$ cat config.mk
export PLATFORM = sky130hd
export DESIGN_NAME = conv_trigger_timer
export DESIGN_NICKNAME = d
export VERILOG_FILES = /design/src/rtl/ctt_pkg.sv /design/src/rtl/ctt_regs.sv /design/src/rtl/ctt_range.sv /design/src/rtl/ctt_counter.sv /design/src/rtl/conv_trigger_timer.sv
export SDC_FILE = /design/constraint.sdc
export NUM_CORES = 1
export LEC_CHECK = 0
export BUFFER_PORTS_ARGS = -buffer_cell sky130_fd_sc_hd__buf_2
export CAP_MARGIN = 20
export CORE_AREA = 2 2 85 87
export CTS_CLUSTER_DIAMETER = 30
export CTS_CLUSTER_SIZE = 16
export DETAILED_ROUTE_END_ITERATION = 8
export DIE_AREA = 0 0 87 89
export HOLD_SLACK_MARGIN = 0.12
export PLACE_DENSITY_LB_ADDON = 0.3
export SLEW_MARGIN = 40
export SYNTH_ARGS = -nofsm -noshare
export SYNTH_HDL_FRONTEND = slang
export SYNTH_HIERARCHICAL = 1
export SYNTH_SLANG_ARGS = --single-unit
$ cat constraint.sdc
create_clock -name clk -period 3.1 [get_ports clk]
set_clock_uncertainty 0.15 [all_clocks]
set_input_delay 0.465 -clock clk [delete_from_list [all_inputs] [get_ports clk]]
set_output_delay 0.465 -clock clk [all_outputs]
set_load 0.03 [all_outputs]
$ cat src/rtl/ctt_pkg.sv
package ctt_pkg;
  typedef enum logic [1:0] {
    RA_PERIOD = 2'd0,
    RA_CTRL   = 2'd1,
    RA_START  = 2'd2,
    RA_STAT   = 2'd3
  } reg_addr_e;

  localparam int unsigned BUS_W = 32;
  localparam int unsigned BE_W  = BUS_W / 8;
endpackage

$ cat src/rtl/ctt_regs.sv
module ctt_regs
  import ctt_pkg::*;
#(
  parameter int unsigned CNT_W = 24
) (
  input  logic             clk,
  input  logic             rst_n,
  input  logic             wr_en,
  input  logic [1:0]       addr,
  input  logic [BUS_W-1:0] wdata,
  input  logic [BE_W-1:0]  be,
  input  logic             running,
  input  logic             cfg_err,
  output logic [CNT_W-1:0] period_q,
  output logic             enable_q,
  output logic             start_stb,
  output logic             err_clr,
  output logic [BUS_W-1:0] rdata
);
  localparam int unsigned PER_B = CNT_W / 8;

  logic [CNT_W-1:0] period_d;
  logic             enable_d;
  logic             per_sel, ctrl_sel;

  assign per_sel   = wr_en && (addr == RA_PERIOD);
  assign ctrl_sel  = wr_en && (addr == RA_CTRL);
  assign start_stb = wr_en && (addr == RA_START) && be[0] && wdata[0];
  assign err_clr   = wr_en && (addr == RA_STAT) && be[0] && wdata[0];

  always_comb begin
    period_d = period_q;
    for (int b = 0; b < PER_B; b++) begin
      if (per_sel && be[b]) period_d[b*8 +: 8] = wdata[b*8 +: 8];
    end
    enable_d = enable_q;
    if (ctrl_sel && be[0]) enable_d = wdata[0];
  end

  always_ff @(posedge clk or negedge rst_n) begin
    if (!rst_n) begin
      period_q <= '0;
      enable_q <= 1'b0;
    end else begin
      period_q <= period_d;
      enable_q <= enable_d;
    end
  end

  always_comb begin
    rdata = '0;
    unique case (reg_addr_e'(addr))
      RA_PERIOD: rdata[CNT_W-1:0] = period_q;
      RA_CTRL:   rdata[0]         = enable_q;
      RA_START:  rdata            = '0;
      RA_STAT:   rdata[1:0]       = {running, cfg_err};
      default:   rdata            = '0;
    endcase
  end
endmodule

$ cat src/rtl/ctt_range.sv
module ctt_range #(
  parameter int unsigned CNT_W   = 24,
  parameter int unsigned MIN_VAL = 63,
  parameter int unsigned MAX_VAL = 16777150
) (
  input  logic             clk,
  input  logic             rst_n,
  input  logic             enable,
  input  logic [CNT_W-1:0] period,
  input  logic             err_clr,
  output logic [CNT_W-1:0] eff_val,
  output logic             cfg_err
);
  localparam logic [CNT_W-1:0] MIN_V = CNT_W'(MIN_VAL);
  localparam logic [CNT_W-1:0] MAX_V = CNT_W'(MAX_VAL);

  logic too_low, too_high, err_set, err_d;

  assign too_low  = period < MIN_V;
  assign too_high = period > MAX_V;

  always_comb begin
    if (too_low)       eff_val = MIN_V;
    else if (too_high) eff_val = MAX_V;
    else               eff_val = period;
  end

  assign err_set = enable && (too_low || too_high);
  assign err_d   = err_set || (cfg_err && !err_clr);

  always_ff @(posedge clk or negedge rst_n) begin
    if (!rst_n) cfg_err <= 1'b0;
    else        cfg_err <= err_d;
  end
endmodule

$ cat src/rtl/ctt_counter.sv
module ctt_counter #(
  parameter int unsigned CNT_W = 24
) (
  input  logic             clk,
  input  logic             rst_n,
  input  logic             enable,
  input  logic             start,
  input  logic [CNT_W-1:0] reload,
  output logic [CNT_W-1:0] count,
  output logic             running,
  output logic             trig_o
);
  logic [CNT_W-1:0] count_d;
  logic             running_d, trig_d, cnt_ce;

  assign cnt_ce = enable && (start || running);

  always_comb begin
    count_d   = count;
    running_d = running;
    trig_d    = 1'b0;
    if (!enable) begin
      running_d = 1'b0;
    end else if (start) begin
      count_d   = reload;
      running_d = 1'b1;
    end else if (running) begin
      if (count == '0) begin
        count_d = reload;
        trig_d  = 1'b1;
      end else begin
        count_d = count - 1'b1;
      end
    end
  end

  always_ff @(posedge clk or negedge rst_n) begin
    if (!rst_n) begin
      count   <= '0;
      running <= 1'b0;
      trig_o  <= 1'b0;
    end else begin
      if (cnt_ce) count <= count_d;
      running <= running_d;
      trig_o  <= trig_d;
    end
  end
endmodule

$ cat src/rtl/conv_trigger_timer.sv
module conv_trigger_timer
  import ctt_pkg::*;
#(
  parameter int unsigned CNT_W   = 24,
  parameter int unsigned MIN_VAL = 63,
  parameter int unsigned MAX_VAL = 16777150
) (
  input  logic             clk,
  input  logic             rst_n,
  input  logic             bus_wr,
  input  logic [1:0]       bus_addr,
  input  logic [BUS_W-1:0] bus_wdata,
  input  logic [BE_W-1:0]  bus_be,
  output logic [BUS_W-1:0] bus_rdata,
  output logic             trig_o
);
  logic [CNT_W-1:0] period_q, eff_val, count;
  logic             enable_q, start_stb, err_clr, cfg_err, running;

  ctt_regs #(.CNT_W(CNT_W)) regs_i (
    .clk(clk), .rst_n(rst_n), .wr_en(bus_wr), .addr(bus_addr),
    .wdata(bus_wdata), .be(bus_be), .running(running), .cfg_err(cfg_err),
    .period_q(period_q), .enable_q(enable_q), .start_stb(start_stb),
    .err_clr(err_clr), .rdata(bus_rdata)
  );

  ctt_range #(.CNT_W(CNT_W), .MIN_VAL(MIN_VAL), .MAX_VAL(MAX_VAL)) range_i (
    .clk(clk), .rst_n(rst_n), .enable(enable_q), .period(period_q),
    .err_clr(err_clr), .eff_val(eff_val), .cfg_err(cfg_err)
  );

  ctt_counter #(.CNT_W(CNT_W)) cnt_i (
    .clk(clk), .rst_n(rst_n), .enable(enable_q), .start(start_stb),
    .reload(eff_val), .count(count), .running(running), .trig_o(trig_o)
  );
endmodule

==> reports/metrics.cfg <==
[worst_setup_path]
reg2reg_slack_ns = 0.54
worstPathCellList = nor4_2 -> nand4_1 -> or3_1 -> a311o_1
cp_data_required_time_ns = 3.14
critPathMaxStageDelay_ns = 0.64
critical_path_arrival_ns = 2.60
worstSetupStartpointType = flop
crit_fanout = 7
crit_type = reg -> reg
crit_slowest_cell = nor4_2
endpoint_kind = flop

[sta]
finalCritPeriodShare_pct = 82.7
timing.setup.tns_ns = 0
period_needed_ns = 2.56
rsz0062_at_grt = no
drv_slew = 0
slew_headroom_pct = 55.4
worstMarginPinSlew_ns = 0.664
hold_violations = 0
setup_viol = 0
fin_hold_ws_ns = 0.233
fmax_ghz = 0.390
setup_slack_ns = 0.537

[pwr]
power_mw = 1.68
powerDensity_nw_per_um2 = 458
ir_worst_vdd_mv = 0.303
p_leak_nw = 1.64

[run_status]
status = complete, no violations

[cts]
htreeDepth = 2
insertion_delay_ns = 0.30
cts_root_buffer = clkbuf_8
cts_tree = yes
cts_buffer_depth = 2
post_cts_buffers = 0
cts_num_sinks = 52
cts_buffers = 5
clk_pin_slew_ns = 0.09

[die]
start_util_pct = 49.2
core-area_um2 = 6720
pin_count = 74
fp.dieW_um = 87
die_area_um2 = 7740
row_count = 30
dieHeight_um = 89

[drt]
wl_um = 7630
vias = 2745
dr.pass1.iters = 5
wire_per_inst_um = 16.2
drt_iter0_drc = 184
avgViaCountPerCell = 5.83
route.antenna.remaining_nets = 0
drcViolationCount = 0

[final_layout]
final_area_um2 = 3670
area_delta_synth_final_pct = 11.2
layout.nets = 438
register_area_um2 = 1300
n_antenna_cell = 0
n_fill_cell = 618
multi_input_area_um2 = 1760
drive_above_1_share_pct = 28.1

[place]
port_buffers = 56
hpwlAfterDp_um = 5600
pre_cts_slack_ns = 0.515
place_area_um2 = 3570
place.gp.congestion = 0.837

[synth]
synthFlopType = dfrtp_1
synth-seq-cells = 52
synth_common_cells = dfrtp_1 (52), clkbuf_1 (26), mux2_2 (24)
yosysMostFrequentCell = dfrtp_1
yosys.area.top_type_share_pct = 39.4
yosysWarnings = 6
synth_area_um2 = 3300
ys_seq_area_share_pct = 39.4
ys_top_cells_by_area = dfrtp_1 (39%), mux2_2 (8.2%), and2_1 (4.2%)
ys_async_sr_fraction_pct = 100
netlist_instances = 351
ys_types = 51
synth_area_per_cell_um2 = 9.41
synth_edf_count = 0
synth_largest_area_cell = dfrtp_1

[grt]
grt_max_degree = 36
grt_use_total_pct = 20.8
grt-ovfl-total = 0
grt_pass1_vias = 2671
antenna_found_initial = 0
grt_pass1_wl_um = 12800

[run]
cap_viol_max_count = 0

[hold_path]
hp-class = in -> reg

-- logic make-up (layout without fill, tap and decap cells) --
| group | count (synthesis) | count (layout) | share of synthesized area, % |
|---|---|---|---|
| multiplexers | 32 | 32 | 10.6 |
| buffers and inverters | 57 | 90 | 8.11 |
| flip-flops | 52 | 52 | 39.4 |
| other | 1 | 8 | 0.114 |
| adder cells (fa/ha/maj) | 7 | 7 | 2.65 |
| AO/OA/AOI/OAI | 64 | 64 | 13.6 |
| AND/OR/NAND/NOR | 138 | 138 | 25.5 |
-- routing by layer --
metal / wire length, µm / global-route usage (%) / up-vias
met5: 0 / 0 / -
met4: 134 / 5.54 / 0
met3: 377 / 3.69 / 10
met2: 3600 / 33.9 / 85
met1: 3510 / 28.8 / 1312
li1: - / - / 1338
-- critical path: cells and delay by family (launching register included) --
| kind | cells | cell delay (ns) |
|---|---|---|
| simple gates | 3 | 1.50 |
| flops | 1 | 0.44 |
| compound gates | 1 | 0.36 |
-- final timing paths --
check / startpoint / endpoint / depth (start not counted)
max: cnt_i/count[6] / cnt_i/count[23] / 4
min: bus_wdata[4] / regs_i/period_q[4] / 2
max reg2reg: cnt_i/count[6] / cnt_i/count[23] / 4
min reg2reg: cnt_i/count[19] / cnt_i/count[19] / 2
max in group asynchronous: rst_n / cnt_i/count[3] / 3
min in group asynchronous: rst_n / cnt_i/count[18] / 2
-- what timing repair did --
action                    CTS  global route
resized for setup           0             0
hold buffers                1             0
hold endpoints to repair   17             0
-- area by class of cell --
cell class / instances / share of cell area (%)
well taps: 80 / 2.72
flip-flops and latches: 52 / 35.4
multi-input cells: 249 / 47.9
inverters: 16 / 1.63
clock buffers: 7 / 2.35
repair buffers: 66 / 9.74
clock inverters: 1 / 0.204
-- metrics by stage --
stage               cells  utilization (%)
CTS                   471             54.7
global placement      462             53.1
detailed placement    462             53.1
global route          471             54.7
floorplan             358                -
finish                471             54.7
-- where the power goes --
| part | internal (mW) | switching (mW) | total, mW |
|---|---|---|---|
| Sequential | 0.773 | 0.138 | 0.911 |
| Combinational | 0.168 | 0.199 | 0.368 |
| Clock | 0.182 | 0.222 | 0.404 |
| Total | 1.12 | 0.559 | 1.68 |
-- placed cells by master, fill, tap and decap left out, types with 3 or more instances in the layout --
master     instances
nand2_1           23
clkbuf_8           6
and3_1             5
nand4_1            6
a22oi_1            8
conb_1             8
buf_2             56
buf_4              9
nand3_1           18
o211ai_1           3
or4_1              5
nor4_1            17
and2_1            22
nand3b_1           7
inv_1             16
a2bb2oi_1          3
a21oi_1            7
and4_1             3
nor2_1             8
o21a_1             3
nand3_4            3
o21ai_0           21
ha_1               7
nor3_1             9
dfrtp_1           52
mux2_2            24
mux2i_1            7
a311o_1            3
-- registers in the layout, summed over array words and instances, names as in the netlist --
| register | flops |
|---|---|
| cnt_i/count | 24 |
| range_i/cfg_err | 1 |
| cnt_i/trig_o | 1 |
| regs_i/period_q | 24 |
| regs_i/enable_q | 1 |
| cnt_i/running | 1 |
(Power assumes the default switching activity.)
